**src/rtl/err_hdr_log_pkg.sv**
```systemverilog
package err_hdr_log_pkg;

    localparam int STATUS_W = 32;
    localparam int FEP_W    = 5;
    localparam int SRC_W    = 16;
    localparam int WORDS    = 4;

    typedef logic [WORDS-1:0][31:0] quad_t;

    // one error as handed over by the classifier and kept in the queue
    typedef struct packed {
        logic [STATUS_W-1:0] status;
        logic [SRC_W-1:0]    src_id;
        logic                hdr_valid;
        logic                pfx_present;
        quad_t               hdr;
        quad_t               pfx;
    } err_rec_t;

    // visible first-error record
    typedef struct packed {
        logic [FEP_W-1:0] fep;
        logic [SRC_W-1:0] src_id;
        quad_t            hdr;
        quad_t            pfx;
        logic             pfx_valid;
    } log_state_t;

    function automatic logic [FEP_W-1:0] lowest_set(input logic [STATUS_W-1:0] v);
        logic [FEP_W-1:0] idx;
        idx = '0;
        for (int i = STATUS_W - 1; i >= 0; i--) begin
            if (v[i]) idx = FEP_W'(i);
        end
        return idx;
    endfunction

endpackage

```
**src/rtl/err_hdr_fifo.sv**
```systemverilog
module err_hdr_fifo
    import err_hdr_log_pkg::*;
#(
    parameter int DEPTH = 4
) (
    input  logic                clk,
    input  logic                rst,
    input  logic                push,
    input  err_rec_t            push_data,
    input  logic                pop,
    input  logic                flush,
    output err_rec_t            head,
    output logic                full,
    output logic                empty,
    output logic [STATUS_W-1:0] status_or
);
    localparam int PTR_W = (DEPTH > 1) ? $clog2(DEPTH) : 1;
    localparam int CNT_W = $clog2(DEPTH + 1);
    localparam logic [PTR_W-1:0] LAST = PTR_W'(DEPTH - 1);

    err_rec_t         mem [DEPTH];
    logic [DEPTH-1:0] slot_used;
    logic [PTR_W-1:0] wr_ptr, rd_ptr;
    logic [CNT_W-1:0] count;

    assign full  = (count == CNT_W'(DEPTH));
    assign empty = (count == '0);
    assign head  = mem[rd_ptr];

    always_comb begin
        status_or = '0;
        for (int k = 0; k < DEPTH; k++) begin
            if (slot_used[k]) status_or = status_or | mem[k].status;
        end
    end

    always_ff @(posedge clk) begin
        if (rst || flush) begin
            wr_ptr    <= '0;
            rd_ptr    <= '0;
            count     <= '0;
            slot_used <= '0;
        end else begin
            if (push && !full) begin
                wr_ptr            <= (wr_ptr == LAST) ? '0 : wr_ptr + 1'b1;
                slot_used[wr_ptr] <= 1'b1;
            end
            if (pop && !empty) begin
                rd_ptr            <= (rd_ptr == LAST) ? '0 : rd_ptr + 1'b1;
                slot_used[rd_ptr] <= 1'b0;
            end
            case ({push && !full, pop && !empty})
                2'b10:   count <= count + 1'b1;
                2'b01:   count <= count - 1'b1;
                default: count <= count;
            endcase
        end
    end

    always_ff @(posedge clk) begin
        if (push && !full && !flush) mem[wr_ptr] <= push_data;
    end

endmodule

```
**src/rtl/err_hdr_log_reg.sv**
```systemverilog
module err_hdr_log_reg
    import err_hdr_log_pkg::*;
(
    input  logic       clk,
    input  logic       rst,
    input  logic       load,
    input  logic       clear,
    input  err_rec_t   src,
    input  logic       pfx_en,
    output log_state_t state
);
    log_state_t next_state;
    logic       take_pfx;

    always_comb begin
        take_pfx             = src.pfx_present && pfx_en;
        next_state.fep       = lowest_set(src.status);
        next_state.src_id    = src.src_id;
        next_state.hdr       = src.hdr_valid ? src.hdr : '0;
        next_state.pfx       = take_pfx ? src.pfx : '0;
        next_state.pfx_valid = take_pfx;
    end

    always_ff @(posedge clk) begin
        if (rst || clear) begin
            state <= '0;
        end else if (load) begin
            state <= next_state;
        end
    end

endmodule

```
**src/rtl/err_hdr_log_queue.sv**
```systemverilog
module err_hdr_log_queue
    import err_hdr_log_pkg::*;
#(
    parameter int DEPTH = 4
) (
    input  logic         clk,
    input  logic         rst,
    input  logic         ctrl_mhr_en,
    input  logic         pfx_en,
    input  logic [31:0]  uncor_status,
    input  logic         sts_wr_valid,
    input  logic         rec_valid,
    input  logic [31:0]  rec_status,
    input  logic [15:0]  rec_src_id,
    input  logic         rec_hdr_valid,
    input  logic         rec_pfx_present,
    input  logic [127:0] rec_hdr,
    input  logic [127:0] rec_pfx,
    output logic         mhr_cap,
    output logic [4:0]   log_fep,
    output logic [15:0]  log_src_id,
    output logic [127:0] log_hdr,
    output logic [127:0] log_pfx,
    output logic         log_pfx_valid,
    output logic         overflow,
    output logic         restore_valid,
    output logic [31:0]  restore_mask
);
    localparam bit HAS_QUEUE = (DEPTH > 0);

    err_rec_t            incoming, q_head, log_src;
    log_state_t          cur;
    logic                mhr_en, fep_busy;
    logic                queue_it, q_push, q_pop, q_flush, q_full, q_empty;
    logic                load_rec, log_load, log_clear, wr_clear;
    logic [STATUS_W-1:0] q_status_or;

    assign incoming = '{status: rec_status, src_id: rec_src_id,
                        hdr_valid: rec_hdr_valid, pfx_present: rec_pfx_present,
                        hdr: quad_t'(rec_hdr), pfx: quad_t'(rec_pfx)};

    assign mhr_cap  = HAS_QUEUE;
    assign mhr_en   = ctrl_mhr_en && HAS_QUEUE;
    assign fep_busy = uncor_status[cur.fep];

    // record path
    assign queue_it = rec_valid && mhr_en && fep_busy;
    assign q_push   = queue_it && !q_full;
    assign load_rec = rec_valid && !queue_it;

    // status-write path
    assign wr_clear  = sts_wr_valid && !fep_busy;
    assign q_pop     = wr_clear && mhr_en && !q_empty;
    assign log_clear = wr_clear && !q_pop;
    assign q_flush   = sts_wr_valid && fep_busy && !mhr_en;

    assign log_load = load_rec || q_pop;
    assign log_src  = q_pop ? q_head : incoming;

    generate
        if (HAS_QUEUE) begin : g_queue
            err_hdr_fifo #(.DEPTH(DEPTH)) u_fifo (
                .clk       (clk),
                .rst       (rst),
                .push      (q_push),
                .push_data (incoming),
                .pop       (q_pop),
                .flush     (q_flush),
                .head      (q_head),
                .full      (q_full),
                .empty     (q_empty),
                .status_or (q_status_or)
            );
        end else begin : g_no_queue
            assign q_head      = '0;
            assign q_full      = 1'b1;
            assign q_empty     = 1'b1;
            assign q_status_or = '0;
        end
    endgenerate

    err_hdr_log_reg u_log (
        .clk    (clk),
        .rst    (rst),
        .load   (log_load),
        .clear  (log_clear),
        .src    (log_src),
        .pfx_en (pfx_en),
        .state  (cur)
    );

    always_ff @(posedge clk) begin
        if (rst) begin
            overflow      <= 1'b0;
            restore_valid <= 1'b0;
            restore_mask  <= '0;
        end else begin
            overflow      <= queue_it && q_full;
            restore_valid <= sts_wr_valid && mhr_en && !q_empty;
            restore_mask  <= (sts_wr_valid && mhr_en && !q_empty) ? q_status_or : '0;
        end
    end

    assign log_fep       = cur.fep;
    assign log_src_id    = cur.src_id;
    assign log_hdr       = cur.hdr;
    assign log_pfx       = cur.pfx;
    assign log_pfx_valid = cur.pfx_valid;

endmodule

```
**config.mk**
```make
export PLATFORM = sky130hd
export DESIGN_NAME = err_hdr_log_queue
export DESIGN_NICKNAME = d
export VERILOG_FILES = /design/src/rtl/err_hdr_log_pkg.sv /design/src/rtl/err_hdr_fifo.sv /design/src/rtl/err_hdr_log_reg.sv /design/src/rtl/err_hdr_log_queue.sv
export SDC_FILE = /design/constraint.sdc
export NUM_CORES = 2
export LEC_CHECK = 0
export CAP_MARGIN = 20
export CORE_MARGIN = 1
export CORE_UTILIZATION = 55
export DETAILED_ROUTE_END_ITERATION = 8
export PLACE_DENSITY = 0.78
export SYNTH_ARGS = -nofsm -noshare
export SYNTH_HDL_FRONTEND = slang
export SYNTH_HIERARCHICAL = 1
export SYNTH_SLANG_ARGS = --single-unit
export TNS_END_PERCENT = 10
```
**constraint.sdc**
```tcl
create_clock -name clk -period 34.6 [get_ports clk]
set_input_delay 5.19 -clock clk [delete_from_list [all_inputs] [get_ports clk]]
set_output_delay 5.19 -clock clk [all_outputs]
set_load 0.05 [all_outputs]
```
Word level (Yosys, flattened, before mapping)
Memory sizes are Yosys's and may differ from the RTL's. A register that Yosys moved wholly into a read port is not among the register bits.
Index checks and enable logic that the tools add are counted.
{"block": "op_classes", "n_mul": 0, "bitwise": 7, "n_lt_le_gt_ge": 5, "shifts": 0, "n_addsub": 4, "n_mux": 55, "reduce_logical": 32, "n_div": 0, "eq_ne": 5}
{"op": "306-bit 2-to-1 mux", "n": 1}
{"op": "128-bit 2-to-1 mux", "n": 2}
{"op": "5-bit 2-to-1 mux", "n": 32}
{"op": "32-bit 2-to-1 mux", "n": 4}
{"op": "32-bit bitwise OR", "n": 3}
{"op": "1-bit logical AND", "n": 19}
{"op": "4-bit 2-to-1 mux", "n": 3}
{"op": "2-bit 2-to-1 mux", "n": 4}
{"op": "1-bit zero test", "n": 7}
{"op": "2-bit equality test, second input constant", "n": 3}
{"op": "2-bit by 3-bit less-than comparator with 1-bit output, second input constant", "n": 2}
{"op": "5-bit by 6-bit less-than comparator with 1-bit output, second input constant", "n": 1}
{"op": "3-bit one-hot mux with 2 select lines", "n": 1}
{"op": "1-bit binary-select mux with 5-bit select", "n": 1}
{"op": "1-bit 2-to-1 mux", "n": 5}
{"op": "2-bit by 1-bit adder with 2-bit output, second input constant", "n": 2}
{"op": "4-bit AND", "n": 1}
{"op": "1-bit demux with 2-bit select", "n": 2}
{"op": "2-bit by 1-bit >= comparator with 1-bit output, second input constant", "n": 2}
{"op": "4-bit inverter", "n": 1}
{"op": "4-bit bitwise OR", "n": 1}
{"op": "3-bit by 1-bit adder with 3-bit output, second input constant", "n": 1}
{"op": "3-bit equality test, second input constant", "n": 1}
{"op": "3-bit zero test", "n": 1}
{"op": "6 further kinds", "n": 8}
{"block": "totals", "regBits": 323, "output_inout_bits": 313, "word_cells": 127, "n_memories": 1, "ram_bits": 1224, "latchBits": 0, "mem_bits_ro": 0}
{"name": "g_queue.u_fifo.mem", "words": 4, "word_bits": 306, "read_ports": 5, "rd_clocked_by_memory_dff": 1, "write_ports": 1, "line": "err_hdr_fifo.sv:21", "text": "err_rec_t mem [DEPTH];"}

Depth between registers and ports, before layout
{"block": "logic_depth", "ltp_word": 39, "depth_mapped": 17, "depth_no_buf": 13}

Cells and area by module
The synthesis kept the hierarchy.
{"module": "err_hdr_fifo", "area_each_um2": 45491.1, "n_inst": 1, "cells_per_inst": 1782}
{"module": "err_hdr_log_reg", "area_each_um2": 9472.8, "n_inst": 1, "cells_per_inst": 993}
{"module": "err_hdr_log_queue", "area_each_um2": 6038.3, "n_inst": 1, "cells_per_inst": 464}

Worst setup path after synthesis
No wires, ideal clock.
{"block": "synth_timing", "path_kind": "input to register", "startpoint": "input uncor_status[6]", "endpoint": "memory g_queue.u_fifo/mem[0][0] (netlist name), enable pin", "path_slack_ns": 4.738, "setup_time_ns": 1.411, "required_time_ns": 33.189, "path_buffers": 0, "t_arrival_ns": 28.451, "stages": 8, "path_cell_list": "mux2i_1 a211oi_1 nand3_1 and4_4 nand3b_1 nor2_1 nand2_2 nor3b_1"}
{"block": "synth_via", "elab_chain_cells": 8}
{"element": "from (decl)", "line": "err_hdr_log_queue.sv:10", "text": "input logic [31:0] uncor_status,"}
{"element": "1-bit binary-select mux with 5-bit select", "line": "err_hdr_log_queue.sv:44", "text": "assign fep_busy = uncor_status[cur.fep];"}
{"element": "1-bit 2-to-1 mux (not written as such)", "line": "err_hdr_log_queue.sv:44"}
{"element": "1-bit logical AND", "line": "err_hdr_log_queue.sv:47", "text": "assign queue_it = rec_valid && mhr_en && fep_busy;"}
{"element": "1-bit logical AND", "line": "err_hdr_log_queue.sv:48", "text": "assign q_push = queue_it && !q_full;"}
{"element": "via q_push", "line": "err_hdr_log_queue.sv:34", "text": "logic queue_it, q_push, q_pop, q_flush, q_full, q_empty;"}
{"element": "1-bit logical AND (2 in series)", "line": "err_hdr_fifo.sv:61", "text": "if (push && !full && !flush) mem[wr_ptr] <= push_data;"}
{"element": "1-bit 2-to-1 mux", "line": "err_hdr_fifo.sv:61"}
{"element": "1-bit 2-to-1 mux (not written as such)", "line": "err_hdr_fifo.sv:61"}
{"element": "to (decl)", "line": "err_hdr_fifo.sv:21"}
The timed path passes the listed nets, and every way through them passes these cells. The select of a mux whose other input is x is not followed.

Final worst setup path
{"block": "layout_timing", "startpoint": "input uncor_status[22]", "endpoint": "register u_log/state[113] (netlist name)"}
{"element": "1-bit binary-select mux with 5-bit select (*)", "line": "err_hdr_log_queue.sv:44"}
{"element": "1-bit 2-to-1 mux (not written as such) (*)", "line": "err_hdr_log_queue.sv:44"}
{"element": "1-bit zero test", "line": "err_hdr_log_queue.sv:52", "text": "assign wr_clear = sts_wr_valid && !fep_busy;"}
{"element": "1-bit logical AND", "line": "err_hdr_log_queue.sv:52"}
{"element": "1-bit logical AND (2 in series)", "line": "err_hdr_log_queue.sv:53", "text": "assign q_pop = wr_clear && mhr_en && !q_empty;"}
{"element": "1-bit logical OR (*)", "line": "err_hdr_log_queue.sv:57", "text": "assign log_load = load_rec || q_pop;"}
{"element": "via log_load", "line": "err_hdr_log_queue.sv:35", "text": "logic load_rec, log_load, log_clear, wr_clear;"}
{"element": "to (signal assigned)", "line": "err_hdr_log_reg.sv:28", "text": "state <= next_state;"}
{"element": "to (decl)", "line": "err_hdr_log_reg.sv:10", "text": "output log_state_t state"}
The timed path passes the listed nets; every way through them passes the cells marked *. The select of a mux whose other input is x is not followed.
A chain may end at the register's enable or synchronous reset.

==> summary.md <==
| Metric | Value |
|---|---|
| Asr flop ratio synth | `0%` |
| Largest net degree at the start of global routing | `140` |
| Max incr delay on CP | `~900 ps` |
| Critical path launch point type | `input port` |
| CTS Buffer Depth | `3` |
| EDFF count, synth | `around 1,200` |
| Pin slew with the least headroom to its limit | `around 1100 ps` |
| Fillers | `7,044` |
| WL/cell | `roughly 26 microns` |
| Req. time, crit path | `around 35,000 ps` |
| First-pass GRT wire length | `roughly 210,000 microns` |
| CTS resizes | `0` |
| Die Wd | `about 340 microns` |
| R2R Setup Slk | `slightly below 30,000 ps` |
| Total Wirelength | `approximately 140,000 microns` |
| Outcome | `finished clean` |
| Critical-path cell list | `clkdlybuf4s50_1 > mux2i_1 > a21oi_1 > nand3_1 > and4_4 > and4b_4 > nand2b_2 > buf_4 > and3_4 > buf_4 > a22oi_1 > nor2_1` |
| CTS H-tree depth | `4` |
| Clock skew | `slightly above 30 ps` |
| FF-to-FF path depth | `11` |
| Worst Setup End Kind | `register` |
| Max cap viols | `0` |
| Layout cell share with drive strength beyond 1 | `a little under a quarter` |
| DRC violations left | `0` |
| Period Utilization, post-route | `26.7%` |
| Core ar. | `109,000 sq um` |
| Root Buffer | `clkbuf_16` |
| Hold Crit Start | `u_log/state[0]` |
| Avg Cell Area, Syn | `around 19 sq um` |
| Reg-to-reg startpoint | `u_log/state[274]` |
| Dominant synthesized flop cell | `edfxtp_1` |
| Setup-failing EPs final | `0` |
| P&R area growth vs syn | `20.6%` |
| Tmin final | `about 9000 ps` |
| Row count | `between 100 and 150` |
| DR vias | `~33,000` |
| Most common cell after layout, fill and taps aside | `edfxtp_1` |
| Final setup TNS | `0 ps` |
| DP Cell Count | `between 5,000 and 6,000` |
| Initial core utilization | `between 50% and 60%` |
| Worst Path Buf+Inv | `3` |
| IO Pins | `~660` |
| Reg clk slew, reported paths | `60 ps` |
| Post-CTS Hold Buffers | `0` |
| Most frequent CP cell | `buf_4` |
| Unrepaired setup endpoints after global routing | `false` |
| Final #Nets | `4,233` |
| YS warnings | `6` |
| Router iterations before antenna repair | `7` |
| Die area | `between 100,000 and 150,000 sq um` |
| Setup CP Type | `in -> reg` |
| Post-Synthesis Cell Area | `between 60,000 and 70,000 sq um` |
| Port Buffers | `655` |
| ANT nets after route | `0` |
| CP Data Arrival Time | `roughly 9900 ps` |
| HP Class | `reg -> reg` |
| Yosys reg bits | `around 1,500` |
| Vias per cell | `approximately 6` |
| F_max | `roughly 110 MHz` |
| Pwr dens | `about 54 nW/um^2` |
| Postcts setup bufs | `0` |
| Syn nets | `around 3,600` |
| Worst skew pair latency | `a little under 800 ps` |
| WHS Endpoint | `u_log/state[0]` |
| Final Hold Fails | `0` |
| Hpwl dp | `84,400 microns` |
| Total CTS buffers | `between 150 and 200` |
| Crit path max fanout | `around 70` |
| GP Congestion | `about 0.80` |
| Hold path depth | `2` |
| Sequential share of the synthesized area | `a little under three quarters` |
| Top delay family on crit path | `simple AND/OR/NAND/NOR gates` |
| Capturing point of the worst reg2reg path | `u_log/state[113]` |
| Relative slew slack | `around 28%` |
| Die height | `335 microns` |
| Vias in the first global route | `between 30,000 and 40,000` |
| Total GRT Usage | `between 20% and 30%` |
| Max-slew violations | `0` |
| CP max-delay cell | `and3_4` |
| Post-Layout Cell Count | `~5,500` |
| Post-synth cell types | `52` |
| Initial antenna violation count | `36` |
| Leakage dissipation | `23.7 nW` |
| Maximum vdd drop | `approximately 0.045 mV` |
| Initial DRC count | `about 2,800` |
| CTS tree | `yes` |
| Grt ovf | `0` |
| Gate Count Post-Synth | `approximately 3,200` |
| Commonest cells after routing, fill and taps aside | `edfxtp_1, clkdlybuf4s50_1, a22oi_1, dfxtp_1, mux4_2` |
| CTS sink cnt | `1,549` |
[power by group]
part / internal (W) / leakage [nW] / switching (W) / total, W
registers: 0.00204 / 13.7 / 0.0000138 / 0.00205
clock network: 0.000975 / 2.53 / 0.000699 / 0.00167
logic: 0.000104 / 7.48 / 0.000136 / 0.000240
[layer usage]
metal  part of all wire (%)  global-route usage [%]
met1                     39                    32.7
met2                     50                    41.3
met3                    7.3                    5.50
met4                    3.6                    10.4
met5                  0.066                       0
[state kept, by name (all words and copies together), names as in the netlist, named ones only]
name                      count
restore_mask                 32
g_queue.u_fifo/slot_used      4
g_queue.u_fifo/count          3
g_queue.u_fifo/mem         1224
g_queue.u_fifo/rd_ptr         2
overflow                      1
restore_valid                 1
u_log/state                 278
g_queue.u_fifo/wr_ptr         2
[layout make-up]
type	instances	area [sq um]	share of cell area, %
clock inverters	74	742	1.01
well taps	1476	1850	2.51
flip-flops and latches	1549	43300	58.8
repair buffers	699	6960	9.46
multi-input cells	1458	16200	22.0
diodes	28	70.1	0.0952
inverters	16	67.6	0.0918
clock buffers	218	4430	6.02
[cell families after synthesis]
kind of cell,count (synthesis),share of synthesized area (%)
mux,646,18.7
fa+ha+maj,10,0.217
compound gates,372,4.49
other cells,1,0.00615
flops,1549,70.9
simple gates,427,3.03
xor+xnor,2,0.0287
buf+inv,232,2.58
[metrics by stage]
step | cell area (sq um) | total power [W] | setup slack, ps | hold slack (ps) | utilization, %
3_3_place_gp | 68400 | 0.00232 | 24790 | 469 | 62.4
2_1_floorplan | 61000 | 0.00223 | 4740 | 471 | -
6_report | 73600 | 0.00396 | 25370 | 494 | 67.2
3_5_place_dp | 68400 | 0.00233 | 24680 | 486 | 62.4
5_1_grt | 73600 | 0.00408 | 25210 | 535 | 67.2
4_1_cts | 73500 | 0.00399 | 25450 | 500 | 67.2
[tightest hold or removal path: cells and delay by family, from the launching register on]
kind / cells / cell delay (ps)
and+or+nand+nor: 1 / 70
AOI/OAI and AO/OA: 1 / 60
DFF: 1 / 330
[how the worst max path moves through the flow]
stage / cells after the start / startpoint / to
floorplan: 8 / uncor_status[6] / g_queue.u_fifo/mem[0][0]
CTS: 12 / uncor_status[22] / u_log/state[129]
finish: 12 / uncor_status[22] / u_log/state[113]
global route: 12 / uncor_status[6] / g_queue.u_fifo/mem[3][120]
detailed placement: 12 / uncor_status[6] / g_queue.u_fifo/mem[3][125]
global placement: 12 / uncor_status[6] / g_queue.u_fifo/mem[3][124]
[synth_stat cells (all sizes together), types with 3 or more instances]
cell | instances | area [sq um]
dfxtp | 325 | 6510
nor3b | 7 | 52.6
mux4 | 306 | 6890
o31ai | 3 | 22.5
nand2 | 43 | 164
inv | 16 | 60.1
or4 | 6 | 45.0
o311ai | 3 | 26.3
ha | 9 | 113
or3 | 3 | 18.8
nand3 | 7 | 35.0
mux2 | 306 | 4200
a31oi | 5 | 31.3
nand2b | 5 | 31.3
nor2b | 5 | 31.3
nor3 | 7 | 35.0
mux2i | 34 | 340
and2 | 34 | 213
a21oi | 13 | 65.1
o21ai | 10 | 50.1
nor2 | 296 | 1110
buf | 120 | 1150
nor4 | 4 | 25.0
edfxtp | 1224 | 36800
clkbuf | 96 | 360
a22oi | 325 | 2440
a211oi | 6 | 45.0
Note: power is estimated with default switching activity, not from simulation.
